===== src/rtl/dmt_pkg.sv =====
package dmt_pkg;
  localparam int ADDR_W = 3;

  typedef enum logic [ADDR_W-1:0] {
    RA_CTRL    = 3'd0,
    RA_CNT_LO  = 3'd1,
    RA_CNT_HI  = 3'd2,
    RA_CMPA_LO = 3'd3,
    RA_CMPA_HI = 3'd4,
    RA_CMPB    = 3'd5,
    RA_FLAGS   = 3'd6
  } reg_addr_e;

  localparam int NUM_CH = 2;
  localparam int CH_A   = 0;
  localparam int CH_B   = 1;
endpackage


===== src/rtl/dmt_bus.sv =====
module dmt_bus
  import dmt_pkg::*;
#(
  parameter int W = 8
) (
  input  logic                clk,
  input  logic                rst_n,
  input  logic                wr_en,
  input  logic                rd_en,
  input  logic [ADDR_W-1:0]   addr,
  input  logic [W-1:0]        wdata,
  input  logic [2*W-1:0]      cnt_q,
  input  logic [NUM_CH-1:0]   flags,
  output logic [W-1:0]        rdata,
  output logic                wide,
  output logic                cnt_ld,
  output logic                cnt_lo_wr,
  output logic [2*W-1:0]      cnt_ld_val,
  output logic [2*W-1:0]      cmpa,
  output logic [W-1:0]        cmpb,
  output logic [NUM_CH-1:0]   flag_clr
);
  localparam int DW = 2 * W;

  logic [W-1:0] stage_q;
  logic         wide_q;
  logic [DW-1:0] cmpa_q;
  logic [W-1:0]  cmpb_q;

  logic [W-1:0] cnt_lo, cnt_hi;
  assign cnt_lo = cnt_q[W-1:0];
  assign cnt_hi = cnt_q[DW-1:W];

  logic wr_ctrl, wr_clo, wr_chi, wr_alo, wr_ahi, wr_b, wr_flg, rd_clo;
  assign wr_ctrl = wr_en && (addr == RA_CTRL);
  assign wr_clo  = wr_en && (addr == RA_CNT_LO);
  assign wr_chi  = wr_en && (addr == RA_CNT_HI);
  assign wr_alo  = wr_en && (addr == RA_CMPA_LO);
  assign wr_ahi  = wr_en && (addr == RA_CMPA_HI);
  assign wr_b    = wr_en && (addr == RA_CMPB);
  assign wr_flg  = wr_en && (addr == RA_FLAGS);
  assign rd_clo  = rd_en && (addr == RA_CNT_LO);

  // Counter load request toward the counter
  always_comb begin
    cnt_ld     = 1'b0;
    cnt_ld_val = cnt_q;
    if (wr_clo) begin
      cnt_ld     = 1'b1;
      cnt_ld_val = wide_q ? {stage_q, wdata} : {cnt_hi, wdata};
    end else if (wr_chi && !wide_q) begin
      cnt_ld     = 1'b1;
      cnt_ld_val = {wdata, cnt_lo};
    end
  end
  assign cnt_lo_wr = wr_clo;

  // Staging byte shared by all 16-bit registers
  always_ff @(posedge clk or negedge rst_n) begin
    if (!rst_n) begin
      stage_q <= '0;
    end else if (wide_q && (wr_chi || wr_ahi)) begin
      stage_q <= wdata;
    end else if (wide_q && rd_clo) begin
      stage_q <= cnt_hi;
    end
  end

  always_ff @(posedge clk or negedge rst_n) begin
    if (!rst_n) begin
      wide_q <= 1'b0;
      cmpa_q <= '0;
      cmpb_q <= '0;
    end else begin
      if (wr_ctrl) wide_q <= wdata[0];
      if (wr_alo) begin
        if (wide_q) cmpa_q <= {stage_q, wdata};
        else        cmpa_q[W-1:0] <= wdata;
      end else if (wr_ahi && !wide_q) begin
        cmpa_q[DW-1:W] <= wdata;
      end
      if (wr_b) cmpb_q <= wdata;
    end
  end

  assign flag_clr = wr_flg ? wdata[NUM_CH-1:0] : '0;

  always_comb begin
    rdata = '0;
    if (rd_en) begin
      unique case (addr)
        RA_CTRL:    rdata = {{(W-1){1'b0}}, wide_q};
        RA_CNT_LO:  rdata = cnt_lo;
        RA_CNT_HI:  rdata = wide_q ? stage_q : cnt_hi;
        RA_CMPA_LO: rdata = cmpa_q[W-1:0];
        RA_CMPA_HI: rdata = cmpa_q[DW-1:W];
        RA_CMPB:    rdata = cmpb_q;
        RA_FLAGS:   rdata = {{(W-NUM_CH){1'b0}}, flags};
        default:    rdata = '0;
      endcase
    end
  end

  assign wide = wide_q;
  assign cmpa = cmpa_q;
  assign cmpb = cmpb_q;
endmodule


===== src/rtl/dmt_counter.sv =====
module dmt_counter #(
  parameter int W = 8
) (
  input  logic           clk,
  input  logic           rst_n,
  input  logic           tick,
  input  logic           count_en,
  input  logic           wide,
  input  logic           ld,
  input  logic [2*W-1:0] ld_val,
  output logic [2*W-1:0] cnt_q,
  output logic           step
);
  localparam int DW = 2 * W;

  logic [DW-1:0] cnt_r, cnt_inc;

  // A CPU load wins over the tick
  assign step = tick && count_en && !ld;

  always_comb begin
    if (wide) cnt_inc = cnt_r + 1'b1;
    else      cnt_inc = {cnt_r[DW-1:W], W'(cnt_r[W-1:0] + 1'b1)};
  end

  always_ff @(posedge clk or negedge rst_n) begin
    if (!rst_n)    cnt_r <= '0;
    else if (ld)   cnt_r <= ld_val;
    else if (step) cnt_r <= cnt_inc;
  end

  assign cnt_q = cnt_r;
endmodule


===== src/rtl/dmt_match.sv =====
module dmt_match
  import dmt_pkg::*;
#(
  parameter int W = 8
) (
  input  logic              clk,
  input  logic              rst_n,
  input  logic              step,
  input  logic              cnt_lo_wr,
  input  logic              wide,
  input  logic [2*W-1:0]    cnt_q,
  input  logic [2*W-1:0]    cmpa,
  input  logic [W-1:0]      cmpb,
  input  logic [NUM_CH-1:0] flag_clr,
  output logic [NUM_CH-1:0] flags
);
  localparam int DW = 2 * W;

  logic block_q;
  logic [NUM_CH-1:0] hit;

  // One-tick suppression after a counter low-byte write
  always_ff @(posedge clk or negedge rst_n) begin
    if (!rst_n)         block_q <= 1'b0;
    else if (cnt_lo_wr) block_q <= 1'b1;
    else if (step)      block_q <= 1'b0;
  end

  assign hit[CH_A] = wide ? (cnt_q == cmpa) : (cnt_q[W-1:0] == cmpa[W-1:0]);
  assign hit[CH_B] = (wide ? cnt_q[DW-1:W] : cnt_q[W-1:0]) == cmpb;

  for (genvar c = 0; c < NUM_CH; c++) begin : g_flag
    logic flag_r;
    always_ff @(posedge clk or negedge rst_n) begin
      if (!rst_n)                           flag_r <= 1'b0;
      else if (step && !block_q && hit[c])  flag_r <= 1'b1;
      else if (flag_clr[c])                 flag_r <= 1'b0;
    end
    assign flags[c] = flag_r;
  end
endmodule


===== src/rtl/dmt_top.sv =====
module dmt_top
  import dmt_pkg::*;
#(
  parameter int W = 8
) (
  input  logic              clk,
  input  logic              rst_n,
  input  logic              tick,
  input  logic              count_en,
  input  logic              wr_en,
  input  logic              rd_en,
  input  logic [ADDR_W-1:0] addr,
  input  logic [W-1:0]      wdata,
  output logic [W-1:0]      rdata,
  output logic              irq_a,
  output logic              irq_b
);
  localparam int DW = 2 * W;

  logic              wide;
  logic              cnt_ld, cnt_lo_wr, step;
  logic [DW-1:0]     cnt_ld_val, cnt_q, cmpa;
  logic [W-1:0]      cmpb;
  logic [NUM_CH-1:0] flag_clr, flags;

  dmt_bus #(.W(W)) u_bus (
    .clk(clk), .rst_n(rst_n), .wr_en(wr_en), .rd_en(rd_en), .addr(addr),
    .wdata(wdata), .cnt_q(cnt_q), .flags(flags), .rdata(rdata), .wide(wide),
    .cnt_ld(cnt_ld), .cnt_lo_wr(cnt_lo_wr), .cnt_ld_val(cnt_ld_val),
    .cmpa(cmpa), .cmpb(cmpb), .flag_clr(flag_clr)
  );

  dmt_counter #(.W(W)) u_cnt (
    .clk(clk), .rst_n(rst_n), .tick(tick), .count_en(count_en), .wide(wide),
    .ld(cnt_ld), .ld_val(cnt_ld_val), .cnt_q(cnt_q), .step(step)
  );

  dmt_match #(.W(W)) u_match (
    .clk(clk), .rst_n(rst_n), .step(step), .cnt_lo_wr(cnt_lo_wr), .wide(wide),
    .cnt_q(cnt_q), .cmpa(cmpa), .cmpb(cmpb), .flag_clr(flag_clr), .flags(flags)
  );

  assign irq_a = flags[CH_A];
  assign irq_b = flags[CH_B];
endmodule


===== config.mk =====
export PLATFORM = sky130hd
export DESIGN_NAME = dmt_top
export DESIGN_NICKNAME = d
export VERILOG_FILES = /design/src/rtl/dmt_pkg.sv /design/src/rtl/dmt_bus.sv /design/src/rtl/dmt_counter.sv /design/src/rtl/dmt_match.sv /design/src/rtl/dmt_top.sv
export SDC_FILE = /design/constraint.sdc
export NUM_CORES = 1
export LEC_CHECK = 0
export BUFFER_PORTS_ARGS = -buffer_cell sky130_fd_sc_hd__buf_2
export CORE_UTILIZATION = 40
export CTS_CLUSTER_DIAMETER = 150
export CTS_CLUSTER_SIZE = 25
export DETAILED_ROUTE_END_ITERATION = 12
export PLACE_DENSITY_LB_ADDON = 0.1
export SYNTH_ARGS = -nofsm -noshare
export SYNTH_HDL_FRONTEND = slang
export SYNTH_SLANG_ARGS = --single-unit

===== constraint.sdc =====
create_clock -name clk -period 3.1 [get_ports clk]
set_clock_uncertainty 0.2 [all_clocks]
set_input_delay 0.62 -clock clk [delete_from_list [all_inputs] [get_ports clk]]
set_output_delay 0.62 -clock clk [all_outputs]
set_load 0.005 [all_outputs]

# Yosys cells after proc, flatten, opt, wreduce, memory -nomap -nowiden

Cells that the tools add are included.

Register bits: 52
Input port bits: 17
Word-level logic and storage cells: 82

$add $sub $neg: 2
Equal/unequal tests: 13
Mux-type cells: 25
Reductions and logical operators: 32

Operator list:

| cell                  | number |
|---|---|
| $mux 16               | 6 |
| $mux 8                | 8 |
| $pmux 8 s7            | 1 |
| $logic_and 1x1->1     | 17 |
| $add 16x1->16 const B | 1 |
| $eq 16x16->1          | 1 |
| $eq 8x8->1            | 2 |
| $reduce_bool 2->1     | 7 |
| $eq 3x3->1 const B    | 3 |
| $mux 1                | 9 |
| $add 8x1->8 const B   | 1 |
| $eq 3x2->1 const B    | 2 |
| $ne 2x1->1 const B    | 2 |
| $reduce_and 2->1      | 2 |
| $reduce_and 4->1      | 1 |
| $eq 3x1->1 const B    | 1 |
| $logic_not 1->1       | 3 |
| $logic_not 3->1       | 1 |
| $ne 3x3->1 const B    | 1 |
| $mux 2                | 1 |
| $ne 2x2->1 const B    | 1 |
| $logic_or 1x1->1      | 1 |

# Logic depth before layout (Yosys ltp)

Depth in word-level cells: 10
Mapped depth: 8
Gate-level depth less buffers: 6

# Modules after synthesis

A second synthesis with hierarchy kept.

Cell total of the unflattened synthesis: 380
Area total of the unflattened synthesis: 3648.5 µm²

Modules (own cells, without submodules):

| module      | times used | cells each | area each (µm²) |
|---|---|---|---|
| dmt_bus     | 1          | 220        | 2219.6 |
| dmt_counter | 1          | 107        | 939.7 |
| dmt_match   | 1          | 53         | 489.2 |

# Worst setup path after synthesis

No wires, ideal clock.

Path kind: input to output
Start point: input port addr[2]
End point: output port rdata[5]
Data arrival time: 1.582 ns
Setup slack: 0.698 ns
Stages on the path: 6
Path buffers: 2
Path through: buf_6 -> buf_4 -> mux2_2 -> a22oi_1 -> o22ai_1 -> and2_1

Word-level cells in the longest chain between the ends: 3

RTL lines:

| item                                     | RTL line      | source |
|---|---|---|
| start, declared                          | dmt_top.sv:12 | `input logic [ADDR_W-1:0] addr,` |
| $eq 3x3->1, or another cell as far along | dmt_bus.sv:91 | `unique case (addr)` |
| $pmux 8 s7 (*)                           | dmt_bus.sv:91 |  |
| $mux 8 (*)                               | dmt_bus.sv:90 | `if (rd_en) begin` |
| end, declared                            | dmt_top.sv:14 | `output logic [W-1:0] rdata,` |

Every way passes the cells marked *; elsewhere a longest branch is shown, timed or not.

# Final worst setup path

Start point: input port addr[0]
End point: output port rdata[0]

The elaborated chain is that of the path after synthesis.

==> summary.txt <==
Clock tree
  • H-tree depth: 2
  • CTS sink count: 52
  • TritonCTS clock tree: done
  • Post-CTS Repair Setup Buffers: 0
  • CTS max path bufs: 2
  • Clock latency on the worst-skew pair: 0.31 ns
  • CTS buffer count: 5
  • CTS root buffer: clkbuf_8
  • Cts repair resizes: 0
  • Worst-path clk slew: 0.09 ns
  • Hold_buf cts: 0

Critical path
  • Crit path max fanout: 7
  • CP Capture Type: output pin
  • Arr. time, crit path: 1.89 ns
  • Critical Path Start Type: input pin
  • Critical Path RT: 2.28 ns
  • Setup CP Type: input pin to output pin

Synthesis
  • Cell taking the most area after synthesis: dfrtp_1
  • Synth unique cells: 60
  • Avg Cell Area, Syn: 9.34 um2
  • Most used DFF post-synth: dfrtp_1
  • Gate count after technology mapping: 389
  • Ys async rst share: 1.00
  • Synth area leaders: dfrtp_1 36%, mux2i_1 8.0%, mux2_2 6.8%
  • EDFF count, synth: 0
  • Yosys top cell area share: 0.358
  • Sequential area share after synthesis: 0.358
  • Post-Syn Area: 3630 um2
  • Synthesized Nets: 407
  • Register bit total from synthesis: 52
  • YS warnings: 0

Power and ir drop
  • Clk network pwr share: 0.174
  • Sw frac: 0.399
  • Total power: 2.62 mW
  • Internal Pwr Total: 1.57 mW
  • P_sw: 1.04 mW
  • Power Dens Cells: 669 nW/um2
  • LEAKAGE: 1.65 nW
  • Part of the power in registers: 0.481
  • Comb power frac: 0.344
  • VDD IR max: 0.000356 V

Cells and area
  • Fill cells: 881
  • Most frequent cells in the layout: 52 x dfrtp_1, 39 x nand2_1, 33 x nor2_1
  • Fraction of layout cells with a size suffix above 1: 0.216
  • Post-layout nets: 421
  • Commonest non-fill, non-tap cell in the layout: dfrtp_1
  • Fin util: 0.446
  • Area Growth Syn to Fin: 7.72%
  • ANT cells: 0

Die
  • Row cnt: 34
  • # IOs: 27
  • Die span in y: 97.3 um
  • DIE AREA: 9470 um2
  • Initial core utilization: 0.414
  • CORE AREA: 8760 um2
  • Die W: 97.3 um

Place
  • GP Congestion: 0.872
  • DPL Wire Length: 7.98 mm
  • Pre-CTS setup slack: 0.399 ns
  • I/O Buffers: 26

Timing
  • RSZ-0062 raised after global routing: no
  • Hold Fails Final Rpt: 0
  • Slew margin rel.: 0.529
  • Minimum clock period: 2.71 ns
  • Worst-Margin Slew: 0.702 ns
  • Max Slew Vio Count: 0
  • Setup Viol. Count Final: 0
  • Setup tns final: 0 ns
  • Final period util: 0.875
  • Max Freq: 369 MHz
  • Setup ws final: 0.387 ns

Detailed routing
  • Drt pass-1 iters: 5
  • DRC violations left: 0
  • DRT antenna net count: 0
  • DR iter-0 viols: 188
  • Routed WL: 10.8 mm
  • Routed len/inst: 21.2 um
  • Via density: 5.91
  • Vias: 3016

GRT
  • Gr usage total: 0.237
  • GRT Residual Overflow: 0
  • Vias in the first global route: 3001
  • Global-route wire length before repair: 17.3 mm
  • Initial antenna violation count: 0
  • Largest net degree at the start of global routing: 31

Flow run
  • Maxcap violations: 0

Outcome
  • Status: finished clean

Min path
  • Worst Hold Class: input pin to async pin
metal layers:
metal	share of wire	up-vias	wire [um]	GRT usage
met2	0.48	86	5170	0.391
met1	0.47	1487	5050	0.333
met5	0	-	0	0
met4	0.012	0	131	0.0622
met3	0.041	10	446	0.0259
li1	-	1433	-	-
worst paths after layout:
kind | start | to | slack (ns) | cells after the start
setup / recovery | addr[0] | rdata[0] | 0.39 | 8
hold / removal | rst_n | u_bus.cmpa[8] | 0.15 | 1
setup reg to reg | u_cnt.cnt_q[0] | u_cnt.cnt_q[12] | 0.89 | 6
hold reg to reg | u_match.g_flag[1].flag_r | u_match.g_flag[1].flag_r | 0.35 | 2
max in group asynchronous | rst_n | u_bus.cmpa[12] | 1.90 | 2
min in group clk | u_match.g_flag[1].flag_r | u_match.g_flag[1].flag_r | 0.35 | 2
state kept, by name, summed over array words and instances (netlist names):
register	count
u_match.g_flag.flag_r	2
u_bus.cmpa	16
u_bus.stage_q	8
u_match.block_q	1
u_bus.cmpb	8
u_cnt.cnt_q	16
u_bus.wide	1
power by group through the flow:
stage / combinational [mW] / sequential, mW / clock (mW)
4_1_cts: 0.903 / 1.25 / 0.470
5_1_grt: 1.00 / 1.29 / 0.495
3_5_place_dp: 0.895 / 1.27 / 0
3_3_place_gp: 0.889 / 1.27 / 0
2_1_floorplan: 0.799 / 1.04 / 0
6_report: 0.901 / 1.26 / 0.456
critical path, stage by stage:
cell and delay (ns):
buf_2 0.11, nor2b_1 0.39, buf_4 0.24, a22oi_1 0.10, nor2_1 0.11, a21oi_1 0.06
a21oi_1 0.13, buf_2 0.13
through the flow:
step,hold slack (ns),instances,area (um2)
after CTS,0.178,510,3910
after global placement,0.343,504,3810
final,0.146,510,3910
after floorplan,0.124,389,3630
after detailed placement,0.333,504,3810
after global routing,0.204,510,3910
layout make-up:
cell class                      instances  area [um2]  share of cell area
Tap cell                              108         135              0.0345
Clock inverter                          1        30.0             0.00768
Clock buffer                            5        68.8              0.0176
Timing Repair Buffer                   41         243              0.0620
Sequential cell                        52        1300               0.333
Inverter                                4        15.0             0.00384
Multi-Input combinational cell        299        2120               0.542
Yosys cell counts, drive strengths merged (2+ instances only):
cell	number
a21oi	16
a221o	2
a221oi	2
a22o	2
a22oi	11
a31o	2
a31oi	2
and2	4
buf	25
clkbuf	9
dfrtp	52
inv	4
mux2	23
mux2i	29
nand2	40
nand3	7
nand4	10
nand4bb	2
nor2	34
nor2b	5
nor3	10
nor4	3
o211ai	5
o21a	3
o21ai	29
o221ai	2
o22a	4
o22ai	5
o311ai	2
or2	2
xnor2	19
xor2	8
logic make-up (layout without fill, tap and decap cells):
family          count (synthesis)  after routing  synth area share
compound gates                 94             94             0.178
flops                          52             52             0.358
buf+inv                        38             51            0.0582
mux                            52             52             0.151
simple gates                  125            125             0.185
fa+ha+maj                       1              1           0.00344
xor+xnor                       27             27            0.0651
Note: power is estimated with default switching activity, not from simulation.
